## src/rtl/wpack_pkg.sv

```systemverilog
`timescale 1ns/1ps
package wpack_pkg;

  typedef enum logic [1:0] {
    STAT_OK    = 2'd0,
    STAT_RANGE = 2'd1,
    STAT_IO    = 2'd2
  } wpStatus_e;

  typedef enum logic [2:0] {
    S_IDLE,
    S_FILL,
    S_SEND,
    S_WAIT,
    S_DONE
  } wpState_e;

  // strobes from control to datapath
  typedef struct packed {
    logic load;    // capture request, clear counters, preset word
    logic take;    // place stream byte into current lane
    logic commit;  // word programmed: add chunk, step address
  } dpCtl_t;

  // conditions from datapath to control
  typedef struct packed {
    logic zeroLen;
    logic rangeBad;
    logic lastLane;
    logic lastByte;
    logic noneLeft;
  } dpFlag_t;

endpackage

```

## src/rtl/wpack_dp.sv

```systemverilog
`timescale 1ns/1ps
module wpack_dp
  import wpack_pkg::*;
#(
  parameter int ADDR_W      = 16,
  parameter int ARRAY_BYTES = 49152,
  parameter int WORD_BYTES  = 4
) (
  input  logic                    clk,
  input  logic                    rstN,
  input  dpCtl_t                  ctl,
  input  logic [ADDR_W-1:0]       reqAddr,
  input  logic [ADDR_W:0]         reqLen,
  input  logic [7:0]              byteData,
  output dpFlag_t                 flag,
  output logic [ADDR_W-1:0]       wordAddr,
  output logic [WORD_BYTES*8-1:0] wordData,
  output logic [ADDR_W:0]         doneCount
);

  localparam int LEN_W  = ADDR_W + 1;
  localparam int LANE_W = $clog2(WORD_BYTES);
  localparam int CHK_W  = LANE_W + 1;

  logic [ADDR_W-1:0] baseAddr;
  logic [LANE_W-1:0] laneIdx;
  logic [LEN_W-1:0]  remain;
  logic [LEN_W-1:0]  committed;
  logic [CHK_W-1:0]  chunk;
  logic [LEN_W:0]    endAddr;

  assign endAddr = {2'b00, reqAddr} + {1'b0, reqLen};

  always_comb begin
    flag.zeroLen  = (reqLen == '0);
    flag.rangeBad = (endAddr > (LEN_W+1)'(ARRAY_BYTES));
    flag.lastLane = (laneIdx == LANE_W'(WORD_BYTES-1));
    flag.lastByte = (remain == LEN_W'(1));
    flag.noneLeft = (remain == '0);
  end

  always_ff @(posedge clk) begin
    if (!rstN) begin
      baseAddr  <= '0;
      laneIdx   <= '0;
      remain    <= '0;
      committed <= '0;
      chunk     <= '0;
    end else if (ctl.load) begin
      baseAddr  <= {reqAddr[ADDR_W-1:LANE_W], {LANE_W{1'b0}}};
      laneIdx   <= reqAddr[LANE_W-1:0];
      remain    <= reqLen;
      committed <= '0;
      chunk     <= '0;
    end else if (ctl.take) begin
      laneIdx <= laneIdx + LANE_W'(1);
      remain  <= remain - LEN_W'(1);
      chunk   <= chunk + CHK_W'(1);
    end else if (ctl.commit) begin
      committed <= committed + LEN_W'(chunk);
      chunk     <= '0;
      laneIdx   <= '0;
      baseAddr  <= baseAddr + ADDR_W'(WORD_BYTES);
    end
  end

  // one register per byte lane, preset to erased value
  for (genvar g = 0; g < WORD_BYTES; g++) begin : g_lane
    logic [7:0] laneReg;
    always_ff @(posedge clk) begin
      if (!rstN || ctl.load || ctl.commit) begin
        laneReg <= 8'hFF;
      end else if (ctl.take && (laneIdx == LANE_W'(g))) begin
        laneReg <= byteData;
      end
    end
    assign wordData[g*8 +: 8] = laneReg;
  end

  assign wordAddr  = baseAddr;
  assign doneCount = committed;

endmodule

```

## src/rtl/wpack_ctrl.sv

```systemverilog
`timescale 1ns/1ps
module wpack_ctrl
  import wpack_pkg::*;
(
  input  logic      clk,
  input  logic      rstN,
  input  logic      reqValid,
  output logic      reqReady,
  input  logic      byteValid,
  output logic      byteReady,
  output logic      wordValid,
  input  logic      wordReady,
  input  logic      progDone,
  input  logic      progErr,
  input  dpFlag_t   flag,
  output dpCtl_t    ctl,
  output logic      doneValid,
  output logic [1:0] doneStatus
);

  wpState_e  state, stateNxt;
  wpStatus_e status, statusNxt;

  always_ff @(posedge clk) begin
    if (!rstN) begin
      state  <= S_IDLE;
      status <= STAT_OK;
    end else begin
      state  <= stateNxt;
      status <= statusNxt;
    end
  end

  always_comb begin
    stateNxt  = state;
    statusNxt = status;
    ctl       = '0;
    reqReady  = 1'b0;
    byteReady = 1'b0;
    wordValid = 1'b0;
    doneValid = 1'b0;
    unique case (state)
      S_IDLE: begin
        reqReady = 1'b1;
        if (reqValid) begin
          ctl.load = 1'b1;
          if (flag.zeroLen) begin
            statusNxt = STAT_OK;
            stateNxt  = S_DONE;
          end else if (flag.rangeBad) begin
            statusNxt = STAT_RANGE;
            stateNxt  = S_DONE;
          end else begin
            stateNxt = S_FILL;
          end
        end
      end
      S_FILL: begin
        byteReady = 1'b1;
        if (byteValid) begin
          ctl.take = 1'b1;
          if (flag.lastLane || flag.lastByte) stateNxt = S_SEND;
        end
      end
      S_SEND: begin
        wordValid = 1'b1;
        if (wordReady) stateNxt = S_WAIT;
      end
      S_WAIT: begin
        if (progErr) begin
          statusNxt = STAT_IO;
          stateNxt  = S_DONE;
        end else if (progDone) begin
          ctl.commit = 1'b1;
          if (flag.noneLeft) begin
            statusNxt = STAT_OK;
            stateNxt  = S_DONE;
          end else begin
            stateNxt = S_FILL;
          end
        end
      end
      S_DONE: begin
        doneValid = 1'b1;
        stateNxt  = S_IDLE;
      end
      default: stateNxt = S_IDLE;
    endcase
  end

  assign doneStatus = status;

endmodule

```

## src/rtl/wpack_top.sv

```systemverilog
`timescale 1ns/1ps
module wpack_top
  import wpack_pkg::*;
#(
  parameter int ADDR_W      = 16,
  parameter int ARRAY_BYTES = 49152
) (
  input  logic              clk,
  input  logic              rstN,
  input  logic              reqValid,
  output logic              reqReady,
  input  logic [ADDR_W-1:0] reqAddr,
  input  logic [ADDR_W:0]   reqLen,
  input  logic              byteValid,
  output logic              byteReady,
  input  logic [7:0]        byteData,
  output logic              wordValid,
  input  logic              wordReady,
  output logic [ADDR_W-1:0] wordAddr,
  output logic [31:0]       wordData,
  input  logic              progDone,
  input  logic              progErr,
  output logic              doneValid,
  output logic [1:0]        doneStatus,
  output logic [ADDR_W:0]   doneCount
);

  dpCtl_t  ctl;
  dpFlag_t flag;

  wpack_ctrl u_ctrl (
    .clk        (clk),
    .rstN       (rstN),
    .reqValid   (reqValid),
    .reqReady   (reqReady),
    .byteValid  (byteValid),
    .byteReady  (byteReady),
    .wordValid  (wordValid),
    .wordReady  (wordReady),
    .progDone   (progDone),
    .progErr    (progErr),
    .flag       (flag),
    .ctl        (ctl),
    .doneValid  (doneValid),
    .doneStatus (doneStatus)
  );

  wpack_dp #(
    .ADDR_W      (ADDR_W),
    .ARRAY_BYTES (ARRAY_BYTES),
    .WORD_BYTES  (4)
  ) u_dp (
    .clk       (clk),
    .rstN      (rstN),
    .ctl       (ctl),
    .reqAddr   (reqAddr),
    .reqLen    (reqLen),
    .byteData  (byteData),
    .flag      (flag),
    .wordAddr  (wordAddr),
    .wordData  (wordData),
    .doneCount (doneCount)
  );

endmodule

```

## config.mk

```make
export PLATFORM = sky130hd
export DESIGN_NAME = wpack_top
export DESIGN_NICKNAME = d
export VERILOG_FILES = /design/src/rtl/wpack_pkg.sv /design/src/rtl/wpack_dp.sv /design/src/rtl/wpack_ctrl.sv /design/src/rtl/wpack_top.sv
export SDC_FILE = /design/constraint.sdc
export NUM_CORES = 1
export LEC_CHECK = 0
export CAP_MARGIN = 20
export CORE_UTILIZATION = 51
export CTS_CLUSTER_DIAMETER = 100
export CTS_CLUSTER_SIZE = 40
export DETAILED_ROUTE_END_ITERATION = 8
export PLACE_DENSITY = 0.81
export SLEW_MARGIN = 30
export SYNTH_ARGS = -nofsm -noshare
export SYNTH_HDL_FRONTEND = slang
export SYNTH_HIERARCHICAL = 1
export SYNTH_SLANG_ARGS = --single-unit
```

## constraint.sdc

```tcl
create_clock -name clk -period 4.8 [get_ports clk]
set_input_delay 0.96 -clock clk [delete_from_list [all_inputs] [get_ports clk]]
set_output_delay 0.96 -clock clk [all_outputs]
set_load 0.05 [all_outputs]
```

==> impl_metrics.ini <==
[floorplan]
ios = 119
dieArea_um2 = 10500
core_um2 = 9770
initial_core_util = 0.526
die_w_um = 102
row_count = 36
die_y_um = 102

[clocking]
cts_tree = yes
htreeDepth = 3
ctsResizeCount = 0
numCtsBuffers = 9
cts.hold.buffers_added = 0
clk_latency_ps = 360
clkSlewWorstSetupHoldPaths_ps = 90
root_buffer = clkbuf_8
cts_buffer_depth = 2
clock-sinks = 90
cts_setup_buffers = 0

[worst_setup_path]
path_max_fanout = 5
r2r_setup_slack_ps = 1710
worstPathArrival_ps = 4530
reg2reg_depth = 9
path_class = input pin to register
end_kind = register
rr_endpoint = u_dp/doneCount[14]
crit_required_ps = 5060
critPathLaunchType = input pin
endpoint = u_ctrl/doneStatus[1]
startpoint = reqLen[0]
r2r_start = u_ctrl/state[1]

[cells_and_area]
stdcell_count = 903
layout_commonest_cell = clkdlybuf4s50_1
mostFrequentLayoutCells = clkdlybuf4s50_1, nand2_1, nor2_1, dfxtp_1, a21oi_1
drive_gt1_frac = 0.0571
post-route-util = 0.672
diodes = 0
num-fill-cells = 887
nets = 843
area_growth_pct = 27.6

[global_routing]
grt_usage = 0.254
grt_pass1_vias = 4510
grt_start_max_net_pins = 67
antenna_found_initial = 0
grt_overflow = 0
grt_pass1_wl_um = 20700

[timing]
maxSlewHeadroom = 0.400
setup_violations = 0
min_period_over_period = 0.889
totalNegativeSetupSlack_ps = 0
drv_slew = 0
hold_viol_final = 0
rsz0062_at_grt = false
worstMarginPinSlew_ps = 894
clock_skew_ps = 14.6
fmax_mhz = 234
period_needed_ps = 4270

[power]
vdd_ir_drop_max_uv = 153
p_per_area_nw_per_um2 = 306
power_mw = 2.01
p_leak_nw = 2.60

[logic_synthesis]
yosys.cell_types.count = 65
async_flop_share = 0
syn_area_um2 = 5140
ys.flop_type = dfxtp_1
ys_seq_area_frac = 0.350
synth_area_per_cell_um2 = 7.78
ys_warn_count = 6
synth-seq-cells = 90
synthCells = 661
synth_edf_count = 0

[run]
cap_viol_max_count = 0

[routing]
ant_nets = 0
drtIter0Drc = 198
routed_wl_um = 13400
vias = 5015
via_per_inst = 5.55
wl_per_cell_um = 14.8
drc = 0
first_pass_iters = 5

[worst_hold_path]
hold_class = register to register

[placed_design]
dp_hpwl_um = 10400
place.port_buffers = 116
dp.cells = 888
place_congestion = 0.906

[outcome]
outcome = finished clean
cell families (layout without fill, tap and decap cells):
group / after synthesis / in the layout / synth area share
XOR/XNOR: 44 / 44 / 0.0749
flip-flops: 90 / 90 / 0.350
AO/OA/AOI/OAI: 107 / 107 / 0.139
multiplexers: 7 / 7 / 0.0136
adder cells (fa/ha/maj): 29 / 29 / 0.0735
other: 1 / 2 / 0.000729
AND/OR/NAND/NOR: 333 / 333 / 0.307
buffers and inverters: 50 / 158 / 0.0406
how the worst min path moves through the flow:
stage                                   start                         to  slack (ps)  depth (start not counted)
floorplan                       u_dp/chunk[2]              u_dp/chunk[2]         460                          2
global placement         u_ctrl/doneStatus[0]       u_ctrl/doneStatus[0]         450                          2
detailed placement  u_dp/g_lane[3].laneReg[6]  u_dp/g_lane[3].laneReg[6]         450                          2
CTS                      u_ctrl/doneStatus[0]       u_ctrl/doneStatus[0]         480                          2
global route        u_dp/g_lane[3].laneReg[0]  u_dp/g_lane[3].laneReg[0]         490                          2
finish                   u_ctrl/doneStatus[0]       u_ctrl/doneStatus[0]         470                          2
worst max-delay path: stages:
cell             delay [ps]
clkdlybuf4s50_1         520
ha_1                    230
inv_1                    70
fa_1                    390
nand2b_1                180
a21oi_1                 200
o211ai_1                170
a31oi_1                 290
a31o_2                  260
xor2_1                  190
a2111oi_2                90
nor3_1                  320
nor2_1                   90
nor4_1                  190
o21ai_1                 140
a31o_1                  250
sequential cells by signal, indices dropped and copies added, names as in the netlist:
signal               cells
u_ctrl/doneStatus        2
u_ctrl/state             3
u_dp/chunk               3
u_dp/doneCount          17
u_dp/g_lane.laneReg     32
u_dp/laneIdx             2
u_dp/remain             17
u_dp/wordAddr           14
synthesized netlist by cell type, types with 7 or more instances:
master / count / share of area
a21oi_1: 46 / 0.045
and2_1: 10 / 0.012
and3_1: 7 / 0.0085
clkbuf_1: 24 / 0.018
dfxtp_1: 90 / 0.35
ha_1: 27 / 0.066
inv_1: 21 / 0.015
mux2i_1: 7 / 0.014
nand2_1: 103 / 0.075
nand3_1: 43 / 0.042
nand4_1: 10 / 0.012
nor2_1: 101 / 0.074
nor3_1: 11 / 0.011
nor4_1: 7 / 0.0085
o21ai_0: 15 / 0.015
or3_1: 8 / 0.0097
xnor2_1: 18 / 0.031
xor2_1: 26 / 0.044
report_power, final:
part | switching (mW) | internal, mW
clock network | 0.272 | 0.191
logic | 0.424 | 0.258
registers | 0.0617 | 0.801
metal layers:
| layer | global-route usage | routed length (um) |
|---|---|---|
| met5 | 0 | 0 |
| met4 | 0.0681 | 177 |
| met3 | 0.0602 | 922 |
| met2 | 0.445 | 6530 |
| met1 | 0.311 | 5730 |
stage by stage:
step,area [um^2],setup WS (ps),hold slack (ps)
after global routing,6570,244,491
after global placement,6390,257,451
final,6570,533,473
after floorplan,5150,1120,461
after detailed placement,6390,184,454
after CTS,6570,566,475
cell type report:
type                            instances  area (um^2)  share of cell area
Clock buffer                            9          124              0.0189
Inverter                               22         85.1              0.0130
Tap cell                              133          166              0.0253
Multi-Input combinational cell        522         3140               0.478
Clock inverter                          6         48.8             0.00743
Sequential cell                        90         1800               0.274
Timing Repair Buffer                  121         1200               0.183
Power figures use the tool's default switching activity.
